## config.mk

```make
export PLATFORM = sky130hd
export DESIGN_NAME = irq_enable_reg
export DESIGN_NICKNAME = d
export VERILOG_FILES = /design/src/rtl/irq_enable_reg.sv
export SDC_FILE = /design/constraint.sdc
export NUM_CORES = 1
export LEC_CHECK = 0
export BUFFER_PORTS_ARGS = -buffer_cell sky130_fd_sc_hd__buf_2
export CORE_MARGIN = 2
export CORE_UTILIZATION = 34
export DETAILED_ROUTE_END_ITERATION = 6
export GPL_ROUTABILITY_DRIVEN = 0
export GPL_TIMING_DRIVEN = 1
export PLACE_DENSITY_LB_ADDON = 0.08
export SKIP_CTS_REPAIR_TIMING = 1
export SLEW_MARGIN = 10
export SYNTH_ARGS = -nofsm -noshare
export SYNTH_HDL_FRONTEND = slang
export SYNTH_SLANG_ARGS = --single-unit
```

## constraint.sdc

```tcl
create_clock -name clk -period 1.85 [get_ports clk]
set_input_delay 0.37 -clock clk [delete_from_list [all_inputs] [get_ports clk]]
set_output_delay 0.37 -clock clk [all_outputs]
set_load 0.01 [all_outputs]
```

## src/rtl/irq_enable_reg.sv

```systemverilog
module irq_enable_reg #(
  parameter int           AW       = 8,
  parameter logic [AW-1:0] SET_ADDR = 8'h88,
  parameter logic [AW-1:0] CLR_ADDR = 8'h8C
) (
  input  logic          clk,
  input  logic          rst_n,
  input  logic          bus_vld,
  input  logic          bus_wr,
  input  logic [AW-1:0] bus_addr,
  input  logic [31:0]   bus_wdata,
  output logic [31:0]   bus_rdata,
  input  logic [31:0]   hw_upd_stb,
  input  logic [31:0]   hw_upd_val,
  input  logic [31:0]   evt_vec,
  output logic          irq
);

  localparam logic [31:0] SW_BITS = 32'hC7FB_033F;
  localparam logic [31:0] HW_BITS = 32'h87FB_03FF;
  localparam logic [31:0] RSV_BITS = ~(SW_BITS | HW_BITS);

  logic [31:0] en_q, sw_set, sw_clr, hw_sel, en_d;
  logic        hit_set, hit_clr;

  assign hit_set = bus_vld && bus_wr && (bus_addr == SET_ADDR);
  assign hit_clr = bus_vld && bus_wr && (bus_addr == CLR_ADDR);
  assign sw_set  = hit_set ? (bus_wdata & SW_BITS) : '0;
  assign sw_clr  = hit_clr ? (bus_wdata & SW_BITS) : '0;
  assign hw_sel  = hw_upd_stb & HW_BITS;
  assign en_d    = ((((en_q | sw_set) & ~sw_clr) & ~hw_sel) | (hw_upd_val & hw_sel)) & ~RSV_BITS;

  always_ff @(posedge clk) begin
    if (!rst_n) begin
      en_q <= '0;
      irq  <= 1'b0;
    end else begin
      en_q <= en_d;
      irq  <= en_q[31] && |(evt_vec[30:0] & en_q[30:0]);
    end
  end

  assign bus_rdata = (bus_vld && !bus_wr && (bus_addr == SET_ADDR || bus_addr == CLR_ADDR)) ? en_q : '0;

  a_r3_reserved_zero: assert property (@(posedge clk) disable iff (!rst_n)
    (en_q & RSV_BITS) == 32'h0);

  a_r4_sw_cannot_touch_7_6: assert property (@(posedge clk) disable iff (!rst_n)
    (hw_upd_stb[7:6] == 2'b00) |=> (en_q[7:6] == $past(en_q[7:6])));

  a_r5_master_gate: assert property (@(posedge clk) disable iff (!rst_n)
    !en_q[31] |=> !irq);

  a_r7_hw_wins: assert property (@(posedge clk) disable iff (!rst_n)
    hw_upd_stb[0] |=> (en_q[0] == $past(hw_upd_val[0])));

  a_r2_clear_bit0: assert property (@(posedge clk) disable iff (!rst_n)
    (bus_vld && bus_wr && bus_addr == CLR_ADDR && bus_wdata[0] && !hw_upd_stb[0]) |=> !en_q[0]);

  a_r8_idle_read_zero: assert property (@(posedge clk) disable iff (!rst_n)
    !bus_vld |-> (bus_rdata == 32'h0));

endmodule

```

Word-level counts from Yosys, hierarchy flattened
Cells that the tools add are included.
Widths: inputs -> output; s select.
{"block": "word_totals", "register_bits": 33, "in_bits": 140, "out_inout_bits": 33, "elab_cells": 25}
{"block": "op_classes", "eq_ne": 2, "n_mux": 3, "bitwise_logic": 8, "n_reduce_logical": 9}
{"operator": "$and 32x32->32", "n": 3}
{"operator": "$mux 32", "n": 3}
{"operator": "$not 32->32", "n": 2}
{"operator": "$or 32x32->32", "n": 2}
{"operator": "$and 31x31->31", "n": 1}
{"operator": "$reduce_or 31->1", "n": 1}
{"operator": "$eq 8x8->1 const B", "n": 2}
{"operator": "$logic_and 1x1->1", "n": 6}
{"operator": "$logic_not 1->1", "n": 1}
{"operator": "$logic_or 1x1->1", "n": 1}

Depth between registers and ports, before layout
{"block": "logic_depth", "word_depth": 7, "ltp_mapped": 5, "depth_no_buf": 4}

Worst setup path before layout
Ideal clock, no wire load.
{"block": "synth_timing", "kind": "input port to output port", "startpoint": "in bus_addr[5]", "endpoint": "out bus_rdata[16]", "t_arrival_ns": 1.379, "required_time_ns": 1.480, "slack_ns": 0.101, "stages": 5, "cell_sequence": "nor4b_2 nand4_2 nor2_1 clkbuf_1 and2_1"}
{"block": "synth_between", "elab_chain_len": 4, "word_cells_on_any_way": 5, "cone_classes": "2 x eq/ne; 1 x mux; 2 x reduce/logical"}
{"item": "from (decl)", "line_no": "10", "source": "input logic [AW-1:0] bus_addr,"}
{"item": "$eq 8x8->1", "line_no": "43", "source": "assign bus_rdata = (bus_vld && !bus_wr && (bus_addr == SET_ADDR || bus_addr == CLR_ADDR)) ? en_q : '0;"}
{"item": "$logic_or 1x1->1 *", "line_no": "43"}
{"item": "$logic_and 1x1->1 *", "line_no": "43"}
{"item": "$mux 32 *", "line_no": "43"}
{"item": "to (decl)", "line_no": "12", "source": "output logic [31:0] bus_rdata,"}
Mark *: on every way between the ends. The rest lies on a longest branch, timed or not.

Final worst setup path
{"block": "layout_timing", "startpoint": "in bus_addr[4]", "endpoint": "out bus_rdata[0]"}
Same word-level chain as after synthesis.

==> metrics.csv <==
metric;value;unit
DRT Pass-1 Iters;4;
Cell Area, Synth;1490;µm²
final setup vio count;0;
min-delay worst type;in2reg;
Pwr Density;507.1;nW/µm²
Tmin final;1.811;ns
Worst Path Max Fanout;6;
CP Class;in2out;
status;complete, no violations;
post-synth top area share;30.90;%
cell area after layout;2171;µm²
global-route wire length before repair;7.534;mm
Worst path slowest cell;nor4b_4;
Fmax;552.3;MHz
largest net degree at the start of global routing;41;
Main synth FF type;dfxtp_1;
vias;1786;
P_leak;1.121;nW
Placed Cells;369;
Critical Path Source Type;input port;
FFs w/ async S/R, synth;0;%
Port Buffer Count;117;
final cell count without fillers;373;
initial antenna violation count;0;
Distinct cells, synth;23;
R2R Path Start;en_q[0];
Core Box Area;4294;µm²
highest routed metal layer;met4;
# fillers;459;
Max Clock Skew;0.005614;ns
R2R setup slack;0.51;ns
vias in the first global route;1704;
FF-to-FF End;irq;
# DRC;0;
WL met3;319;µm
number of antenna diodes;0;
starting DRC count in detailed routing;85;
count leader, synth;o21ai_0;
VDD IR-drop max;0.0002456;V
EDFF count, synth;0;
CP Buf/Inv Count;3;
Ys Warns;0;
Crit path largest cell delay;0.25;ns
final worst-path cycle share;97.87;%
M1 wire length;2.126;mm
CTS tree;built;
Final Hold Fails;0;
Worst Setup End Kind;primary output;
hold path start;hw_upd_stb[19];
Design Power;1.101;mW
H-tree depth;1;
RSZ-0062 raised after global routing;yes;
TNS Setup;0;ns
Util after Layout;50.55;%
Clock Root Buffer;clkbuf_8;
Synth Area per Inst;7.164;µm²
DR WL/cell;12.69;µm
synthesized flop and latch total;23;
hold path depth;3;
gr usage total;18.83;%
top cells by area, synth;dfxtp_1 (31%), o21ai_0 (13%), and2_1 (9.2%);
delay-heaviest family, CP;simple AND/OR/NAND/NOR gates;
Worst-path clk slew;0.09;ns
die height;70.21;µm
I/O pin cnt;173;
Post-synth top cells;o21ai_0 (39), dfxtp_1 (23), and2_1 (22);
P&R area growth vs syn;45.68;%
top cell type by total area after synthesis;dfxtp_1;
CTS Buffer Depth;2;
Skew-Pair Late Insertion Delay;0.27;ns
Die W;70.21;µm
total grt overflow;0;
ratio of cells with drive above 1 in the final layout;40.50;%
post-route ant nets;0;
HPWL Detailed;3.641;mm
met2 wire len;2.234;mm
CP dominant cell by count;buf_2;
critical path, cell by cell;buf_2 > nor4b_4 > nand4_2 > nor2_4 > buf_4 > and2_1 > buf_2;
post-synthesis cell count;208;
Data required, critical path;1.48;ns
Routed Wire Length;4.734;mm
Reg2Reg Depth;3;
Post-layout nets;462;
Vias/cell;4.788;
Rows;24;
WHS Endpoint;en_q[19];
DP Area;2090;µm²
Max-Cap Viols;0;
Initial Utilization;34.70;%
die area;4929;µm²
cts bufs inserted;3;
Slew Limit Fails;0;
CTS Sinks;23;
crit path DAT;1.44;ns
sequential share of the synthesized area;30.90;%
==> stage by stage <==
step	hold slack, ns	worst slack [ns]
after floorplan	0.4327	0.1006
after global routing	0.3570	-0.03274
final	0.3523	0.03939
after global placement	0.4486	-0.09907
after detailed placement	0.4453	-0.1045
after CTS	0.3496	-0.1045
==> worst min-delay path: cells and delay by family <==
| family | cells | cell delay (ns) |
|---|---|---|
| AO/OA/AOI/OAI | 1 | 0.11 |
| buffers and inverters | 2 | 0.11 |
==> flip-flops by register name (all words and copies together) (netlist names), named ones only <==
name	flops
irq	1
en_q	20
==> metal layers <==
layer | up-vias | GRT usage [%]
li1 | 936 | -
met5 | - | 0
met4 | 0 | 4.487
met2 | 70 | 33.02
met3 | 4 | 3.175
met1 | 776 | 24.02
==> report_power, final <==
group / total [mW] / leakage (nW) / switching, mW / internal (mW)
Clock: 0.320 / 0.0255 / 0.170 / 0.150
Sequential: 0.551 / 0.191 / 0.0235 / 0.528
Combinational: 0.229 / 0.905 / 0.110 / 0.120
Total: 1.10 / 1.12 / 0.303 / 0.798
==> cell usage in the layout (no fill, tap or decap), types with 2 or more instances in the layout <==
cell and count:
a22oi_1 7, a31oi_1 19, and2_1 21, buf_2 115, buf_4 4, buf_6 3, clkbuf_8 3, conb_1 10
dfxtp_1 23, inv_1 19, mux2i_1 2, nand2_1 20, nand3_1 3, nor2b_1 2, o21ai_0 39, or3_1 20
==> worst max-delay path by stage <==
stage                            from            end  slack, ns  cells past startpoint
after floorplan           bus_addr[5]  bus_rdata[16]       0.10                      5
after global placement    bus_addr[5]   bus_rdata[7]       -0.1                      7
after detailed placement  bus_addr[5]  bus_rdata[31]      -0.10                      7
after CTS                 bus_addr[5]  bus_rdata[31]      -0.10                      7
after global routing      bus_addr[4]  bus_rdata[30]      -0.03                      7
final                     bus_addr[4]   bus_rdata[0]       0.04                      7
==> cell families after synthesis <==
group           synth area share (%)
compound gates                 27.62
simple gates                   26.87
buf+inv                        13.01
flops                          30.90
other cells                   0.2516
mux                            1.343
==> layout make-up <==
type / count / area [µm²] / area share [%]
Multi-Input combinational cell: 153 / 888.4 / 40.92
Timing Repair Buffer: 122 / 639.4 / 29.45
Sequential cell: 23 / 460.4 / 21.21
Inverter: 19 / 71.32 / 3.285
Tap cell: 52 / 65.06 / 2.997
Clock buffer: 3 / 41.29 / 1.902
Clock inverter: 1 / 5.005 / 0.2305
(Power assumes the default switching activity.)
